--- config.mk ---
export PLATFORM = sky130hd
export DESIGN_NAME = load_value_fwd_queue
export DESIGN_NICKNAME = d
export VERILOG_FILES = /design/src/rtl/lvfq_pkg.sv /design/src/rtl/lvfq_ctrl.sv /design/src/rtl/lvfq_mem.sv /design/src/rtl/lvfq_check.sv /design/src/rtl/load_value_fwd_queue.sv
export SDC_FILE = /design/constraint.sdc
export NUM_CORES = 1
export LEC_CHECK = 0
export ABC_AREA = 1
export BUFFER_PORTS_ARGS = -buffer_cell sky130_fd_sc_hd__buf_2
export CELL_PAD_IN_SITES_DETAIL_PLACEMENT = 2
export CELL_PAD_IN_SITES_GLOBAL_PLACEMENT = 2
export CORE_UTILIZATION = 35
export CTS_CLUSTER_DIAMETER = 100
export CTS_CLUSTER_SIZE = 30
export DETAILED_ROUTE_END_ITERATION = 10
export HOLD_SLACK_MARGIN = 0.08
export PLACE_DENSITY = 0.76
export SETUP_SLACK_MARGIN = 0.2
export SLEW_MARGIN = 5
export SYNTH_ARGS = -nofsm -noshare
export SYNTH_HDL_FRONTEND = slang
export SYNTH_SLANG_ARGS = --single-unit
--- constraint.sdc ---
create_clock -name clk_i -period 4.3 [get_ports clk_i]
set_clock_uncertainty 0.15 [all_clocks]
set_input_delay 0.86 -clock clk_i [delete_from_list [all_inputs] [get_ports clk_i]]
set_output_delay 0.86 -clock clk_i [all_outputs]
set_load 0.005 [all_outputs]
--- src/rtl/lvfq_pkg.sv ---
package lvfq_pkg;
  localparam int unsigned LVFQ_ADDR_W = 32;
  localparam int unsigned LVFQ_DATA_W = 32;
  localparam int unsigned LVFQ_DEPTH  = 16;
endpackage

--- src/rtl/lvfq_ctrl.sv ---
module lvfq_ctrl #(
  parameter int unsigned DEPTH = 16,
  localparam int unsigned PTR_W = (DEPTH > 1) ? $clog2(DEPTH) : 1,
  localparam int unsigned CNT_W = $clog2(DEPTH + 1)
) (
  input  logic             clk_i,
  input  logic             rst_ni,
  input  logic             push_i,
  input  logic             pop_i,
  output logic [PTR_W-1:0] wr_ptr_o,
  output logic [PTR_W-1:0] rd_ptr_o,
  output logic             empty_o,
  output logic             full_o
);
  logic [PTR_W-1:0] wr_q, rd_q;
  logic [CNT_W-1:0] cnt_q;

  function automatic logic [PTR_W-1:0] bump(input logic [PTR_W-1:0] p);
    return (p == PTR_W'(DEPTH - 1)) ? '0 : p + 1'b1;
  endfunction

  always_ff @(posedge clk_i or negedge rst_ni) begin
    if (!rst_ni) begin
      wr_q  <= '0;
      rd_q  <= '0;
      cnt_q <= '0;
    end else begin
      if (push_i) wr_q <= bump(wr_q);
      if (pop_i)  rd_q <= bump(rd_q);
      if (push_i && !pop_i)      cnt_q <= cnt_q + 1'b1;
      else if (pop_i && !push_i) cnt_q <= cnt_q - 1'b1;
    end
  end

  assign wr_ptr_o = wr_q;
  assign rd_ptr_o = rd_q;
  assign empty_o  = (cnt_q == '0);
  assign full_o   = (cnt_q == CNT_W'(DEPTH));

  assert_no_overflow_R3: assert property (@(posedge clk_i) disable iff (!rst_ni)
    cnt_q <= CNT_W'(DEPTH));
  assert_full_blocks_push_R3: assert property (@(posedge clk_i) disable iff (!rst_ni)
    (full_o && !pop_i) |-> !push_i);
  assert_full_swap_R7: assert property (@(posedge clk_i) disable iff (!rst_ni)
    (full_o && push_i && pop_i) |=> full_o);
  assert_no_pop_empty_R4: assert property (@(posedge clk_i) disable iff (!rst_ni)
    empty_o |-> !pop_i);
endmodule

--- src/rtl/lvfq_mem.sv ---
module lvfq_mem #(
  parameter int unsigned DEPTH  = 16,
  parameter int unsigned WIDTH  = 64,
  localparam int unsigned PTR_W = (DEPTH > 1) ? $clog2(DEPTH) : 1
) (
  input  logic             clk_i,
  input  logic             we_i,
  input  logic [PTR_W-1:0] waddr_i,
  input  logic [WIDTH-1:0] wdata_i,
  input  logic [PTR_W-1:0] raddr_i,
  output logic [WIDTH-1:0] rdata_o
);
  logic [WIDTH-1:0] slot_q [DEPTH];

  always_ff @(posedge clk_i) begin
    if (we_i) slot_q[waddr_i] <= wdata_i;
  end

  assign rdata_o = slot_q[raddr_i];
endmodule

--- src/rtl/lvfq_check.sv ---
module lvfq_check #(
  parameter int unsigned ADDR_W = 32,
  parameter int unsigned DATA_W = 32
) (
  input  logic              clk_i,
  input  logic              rst_ni,
  input  logic              pop_i,
  input  logic [ADDR_W-1:0] head_addr_i,
  input  logic [DATA_W-1:0] head_data_i,
  input  logic [ADDR_W-1:0] trail_addr_i,
  output logic              ack_o,
  output logic [DATA_W-1:0] data_o,
  output logic              fault_o
);
  always_ff @(posedge clk_i or negedge rst_ni) begin
    if (!rst_ni) begin
      ack_o   <= 1'b0;
      data_o  <= '0;
      fault_o <= 1'b0;
    end else begin
      ack_o   <= pop_i;
      fault_o <= pop_i && (head_addr_i != trail_addr_i);
      if (pop_i) data_o <= head_data_i;
    end
  end

  assert_fault_on_ack_R6: assert property (@(posedge clk_i) disable iff (!rst_ni)
    fault_o |-> ack_o);
endmodule

--- src/rtl/load_value_fwd_queue.sv ---
module load_value_fwd_queue
  import lvfq_pkg::*;
#(
  parameter int unsigned ADDR_W = LVFQ_ADDR_W,
  parameter int unsigned DATA_W = LVFQ_DATA_W,
  parameter int unsigned DEPTH  = LVFQ_DEPTH
) (
  input  logic              clk_i,
  input  logic              rst_ni,
  input  logic              lead_valid_i,
  output logic              lead_ready_o,
  input  logic [ADDR_W-1:0] lead_addr_i,
  input  logic [DATA_W-1:0] lead_data_i,
  input  logic              trail_req_i,
  input  logic [ADDR_W-1:0] trail_addr_i,
  output logic              trail_ack_o,
  output logic [DATA_W-1:0] trail_data_o,
  output logic              fault_o
);
  localparam int unsigned PTR_W = (DEPTH > 1) ? $clog2(DEPTH) : 1;
  localparam int unsigned ENT_W = ADDR_W + DATA_W;

  logic             push, pop, empty, full;
  logic [PTR_W-1:0] wr_ptr, rd_ptr;
  logic [ENT_W-1:0] head;

  // a full queue still accepts when the head leaves in the same cycle
  assign pop          = trail_req_i && !empty;
  assign lead_ready_o = !full || pop;
  assign push         = lead_valid_i && lead_ready_o;

  lvfq_ctrl #(.DEPTH(DEPTH)) u_ctrl (
    .clk_i, .rst_ni, .push_i(push), .pop_i(pop),
    .wr_ptr_o(wr_ptr), .rd_ptr_o(rd_ptr), .empty_o(empty), .full_o(full)
  );

  lvfq_mem #(.DEPTH(DEPTH), .WIDTH(ENT_W)) u_mem (
    .clk_i, .we_i(push), .waddr_i(wr_ptr), .wdata_i({lead_addr_i, lead_data_i}),
    .raddr_i(rd_ptr), .rdata_o(head)
  );

  lvfq_check #(.ADDR_W(ADDR_W), .DATA_W(DATA_W)) u_check (
    .clk_i, .rst_ni, .pop_i(pop),
    .head_addr_i(head[ENT_W-1:DATA_W]), .head_data_i(head[DATA_W-1:0]),
    .trail_addr_i, .ack_o(trail_ack_o), .data_o(trail_data_o), .fault_o
  );

  assert_ack_follows_pop_R8: assert property (@(posedge clk_i) disable iff (!rst_ni)
    pop |=> trail_ack_o);
  assert_no_ack_without_pop_R4: assert property (@(posedge clk_i) disable iff (!rst_ni)
    !pop |=> !trail_ack_o);
endmodule

==> flow_summary.rst <==
.. list-table::
   :header-rows: 1

   * - Metric
     - Value
   * - Gate count of the mapped netlist
     - 3,588
   * - Part of the cycle the worst path needs
     - 83.2%
   * - Crit-path slowest cell
     - sky130_fd_sc_hd__nor4_1
   * - Wire per inst
     - 26.8 um
   * - Number of endpoints failing setup at the final stage
     - 0
   * - Number of buffers created by CTS
     - 43
   * - Chip Height
     - 352 um
   * - Number of storage elements in the synthesis netlist
     - 1,071
   * - Number of library cell types mapped by synthesis
     - 33
   * - Power density over the cells
     - 634 nW/um^2
   * - Net count after synthesis
     - 3,698
   * - H-tree levels
     - 2
   * - Post-synthesis cell area
     - 42,900 um^2
   * - Number of rows created at floorplan
     - 128
   * - Final Max Tran Viols
     - 0
   * - Worst-Margin Slew
     - 1070 ps
   * - Area of all sequential standard cells
     - 31,900 um^2
   * - Final Instance Count excl. Fillers
     - 5,291
   * - Most numerous cell types in the synthesized netlist
     - sky130_fd_sc_hd__edfxtp_1 (1,024), sky130_fd_sc_hd__nand2_1 (835), sky130_fd_sc_hd__nor2_1 (538)
   * - Critical hold path startpoint
     - u_check.data_o[18]
   * - Final setup margin
     - 721 ps
   * - Element type at the critical path start
     - flop
   * - Starting density of the core
     - 35.3%
   * - 1st-iter DRT viols
     - 2,466
   * - Outcome
     - finished, final reports clean
   * - TritonCTS clock tree
     - built
   * - Arrival time at the worst endpoint
     - 4000 ps
   * - Number of placed cells counting well taps
     - 5,207
   * - Total via count after detailed routing
     - 28,900
   * - Area occupied by multi-input gates
     - 9790 um^2
   * - Area growth, synth to finish
     - 9.72%
   * - Unrepaired setup endpoints after global routing
     - no
   * - Vias in the first global route
     - 31,900
   * - Final number of hold-violating endpoints
     - 0
   * - Portion of the post-synthesis area used by sequential elements
     - 74.3%
   * - Detailed-router iteration count before antenna repair
     - 7
   * - Crit end category
     - flop
   * - Library cell with the largest summed area after synthesis
     - sky130_fd_sc_hd__edfxtp_1
   * - Slew Limit Headroom
     - 28.4%
   * - Final WL
     - 142 mm
   * - Warnings, synthesis
     - 0
   * - Vias per inst
     - 5.47
   * - Count of fill cells added during filler insertion
     - 12,600
   * - Final estimated routing congestion in global placement
     - 0.728
   * - Most area-consuming cells after synthesis
     - sky130_fd_sc_hd__edfxtp_1 (72%), sky130_fd_sc_hd__nand2_1 (7.3%), sky130_fd_sc_hd__nor2_1 (4.7%)
   * - Worst reg2reg path startpoint
     - u_ctrl.cnt_q[0]
   * - Root buffer cell
     - sky130_fd_sc_hd__clkbuf_16
   * - Antenna-violating nets left
     - 0
   * - Post-Place Worst Slack
     - 707 ps
   * - Number of flops mapped to enable cells by yosys
     - 1,024
   * - Maximum number of pins on one net before global-route repair
     - 211
   * - Remaining routing DRC violations
     - 0
   * - Worst Path Max Fanout
     - 9
   * - Post-Syn Area per Cell
     - 12.0 um^2
   * - Most frequent cell on the critical path
     - sky130_fd_sc_hd__nand2_1
   * - Area of the placeable core
     - 122,000 um^2
   * - Required time of the critical path
     - 4720 ps
   * - Period minus WS final
     - 3580 ps
   * - Startpoint-to-endpoint class of the critical path
     - flop to flop
   * - Maximum clock frequency
     - 279 MHz
   * - HP Class
     - flop to flop
   * - Port buffer count
     - 134
   * - Post-synth top area share
     - 71.6%
   * - Fraction of layout instances using a drive strength above 1
     - 8.12%
   * - First-pass GRT wire length
     - 208 mm
   * - Setup crit start
     - u_ctrl.cnt_q[0]
   * - Antenna violations before repair
     - 24
   * - Worst hold margin
     - 344 ps
   * - Lkg Pwr
     - 16.5 nW
   * - Most numerous cell in the Yosys netlist
     - sky130_fd_sc_hd__edfxtp_1
   * - Estimated wirelength of the detail-placed design
     - 79.7 mm
   * - Remaining Overflow, GRT
     - 0
   * - Die Span X
     - 352 um
   * - Total routing usage reported by global routing
     - 22.5%
   * - Area of the die
     - 124,000 um^2
   * - Largest stage delay, worst path
     - 500 ps
   * - Total Neg Setup Slack
     - 0 ps
   * - Number of nets at the end of the flow
     - 3,738
   * - Cell Chain, Critical Path
     - nor4_1 -> nand2_1 -> nand2_2 -> nand3_1 -> nand2_1 -> clkinv_1 -> ha_1 -> inv_1 -> ha_1 -> a21o_1 -> a21oi_1 -> nand2_1 -> nand2_1 -> nor2_1 -> xor2_1
   * - Clock-pin slew on the worst setup and hold paths
     - 110 ps
   * - I/O pin total
     - 135
   * - Worst-Skew Late Latency
     - 670 ps
   * - Most used flip-flop cell after synthesis
     - sky130_fd_sc_hd__edfxtp_1
   * - Post-cts repair resize count
     - 0
   * - Clk buf depth
     - 3
   * - Peak VDD IR
     - 1170 uV
   * - Max-cap viol count
     - 0
   * - Proportion of register bits with asynchronous set or reset after synthesis
     - 4.39%
   * - Clk sinks
     - 1,071
   * - Total power consumption of the routed design
     - 29.9 mW
worst paths after layout:
| path | endpoint | slack [ps] | depth (start not counted) |
|---|---|---|---|
| setup / recovery | u_ctrl.cnt_q[4] | 720 | 15 |
| hold / removal | u_check.data_o[18] | 340 | 2 |
| setup reg to reg | u_ctrl.cnt_q[4] | 720 | 15 |
| hold reg to reg | u_check.data_o[18] | 340 | 2 |
| max in group asynchronous | u_check.data_o[1] | 2370 | 3 |
| min in group asynchronous | u_ctrl.cnt_q[3] | 610 | 2 |
what timing repair did:
item | CTS | global route
hold buffers | 1 | 0
endpoints found under the hold margin | 14 | 0
setup buffers | 0 | 0
through the flow:
step | area [um^2] | utilization (%)
after floorplan | 43000 | -
after global placement | 45700 | 37.6
after detailed placement | 45700 | 37.6
after CTS | 47100 | 38.7
after global routing | 47100 | 38.7
final | 47100 | 38.7
final cells by class:
class                      instances  area share, %
antenna                            9         0.0478
clock buffer                      63           2.55
clock inverter                    11          0.284
inverter                         108          0.924
multi-input combinational       2198           20.8
sequential                      1071           67.8
tap                             1625           4.32
timing repair buffer             206           3.32
sequential cells by signal, indices dropped and copies added, names as in the netlist:
signal	cells
u_ctrl.cnt_q	5
u_ctrl.rd_ptr_o	4
u_ctrl.wr_ptr_o	4
u_check.data_o	32
u_check.fault_o	1
u_check.ack_o	1
u_mem.slot_q	1024
report_power, final:
group          internal, mW  total, mW  switching (mW)  leakage [nW]
clock                  2.14       5.45            3.31         0.653
combinational          3.04       11.3            8.28          6.01
sequential             12.6       13.1           0.509          9.82
cells by family (layout without fill, tap and decap cells):
| group | Yosys count | count (layout) | share of synthesized area [%] |
|---|---|---|---|
| buf+inv | 319 | 388 | 3.16 |
| fa+ha+maj | 10 | 10 | 0.309 |
| simple gates | 1610 | 1610 | 14.8 |
| flops | 1071 | 1071 | 74.3 |
| other cells | 0 | 9 | 0 |
| xor+xnor | 4 | 4 | 0.0816 |
| compound gates | 574 | 574 | 7.27 |
per-layer routing:
layer / track usage (%) / wire length, um
met3: 2.54 / 5540
met5: 0 / 125
met1: 28.7 / 60200
met2: 40.0 / 72100
met4: 6.87 / 4090
cell usage in the layout, fill, tap and decap left out, types with 17 or more instances in the layout:
cell type                   count
sky130_fd_sc_hd__nand2_1      834
sky130_fd_sc_hd__buf_4         43
sky130_fd_sc_hd__o22ai_1      153
sky130_fd_sc_hd__nor2_4        17
sky130_fd_sc_hd__buf_2        134
sky130_fd_sc_hd__nand3_1      220
sky130_fd_sc_hd__dfrtp_1       43
sky130_fd_sc_hd__o21ai_1       22
sky130_fd_sc_hd__clkbuf_16     45
sky130_fd_sc_hd__o21ai_0      350
sky130_fd_sc_hd__buf_12        28
sky130_fd_sc_hd__nor2_1       522
sky130_fd_sc_hd__clkbuf_1      17
sky130_fd_sc_hd__edfxtp_1    1024
sky130_fd_sc_hd__inv_1        101
sky130_fd_sc_hd__a21oi_1       28
critical path: cells and delay by family, from the launching register on:
family / cells / cell delay (ps)
flip-flops: 1 / 460
AND/OR/NAND/NOR: 8 / 1300
XOR/XNOR: 1 / 140
adder cells (fa/ha/maj): 2 / 620
AO/OA/AOI/OAI: 2 / 400
buffers and inverters: 2 / 410
(Power assumes the default switching activity.)
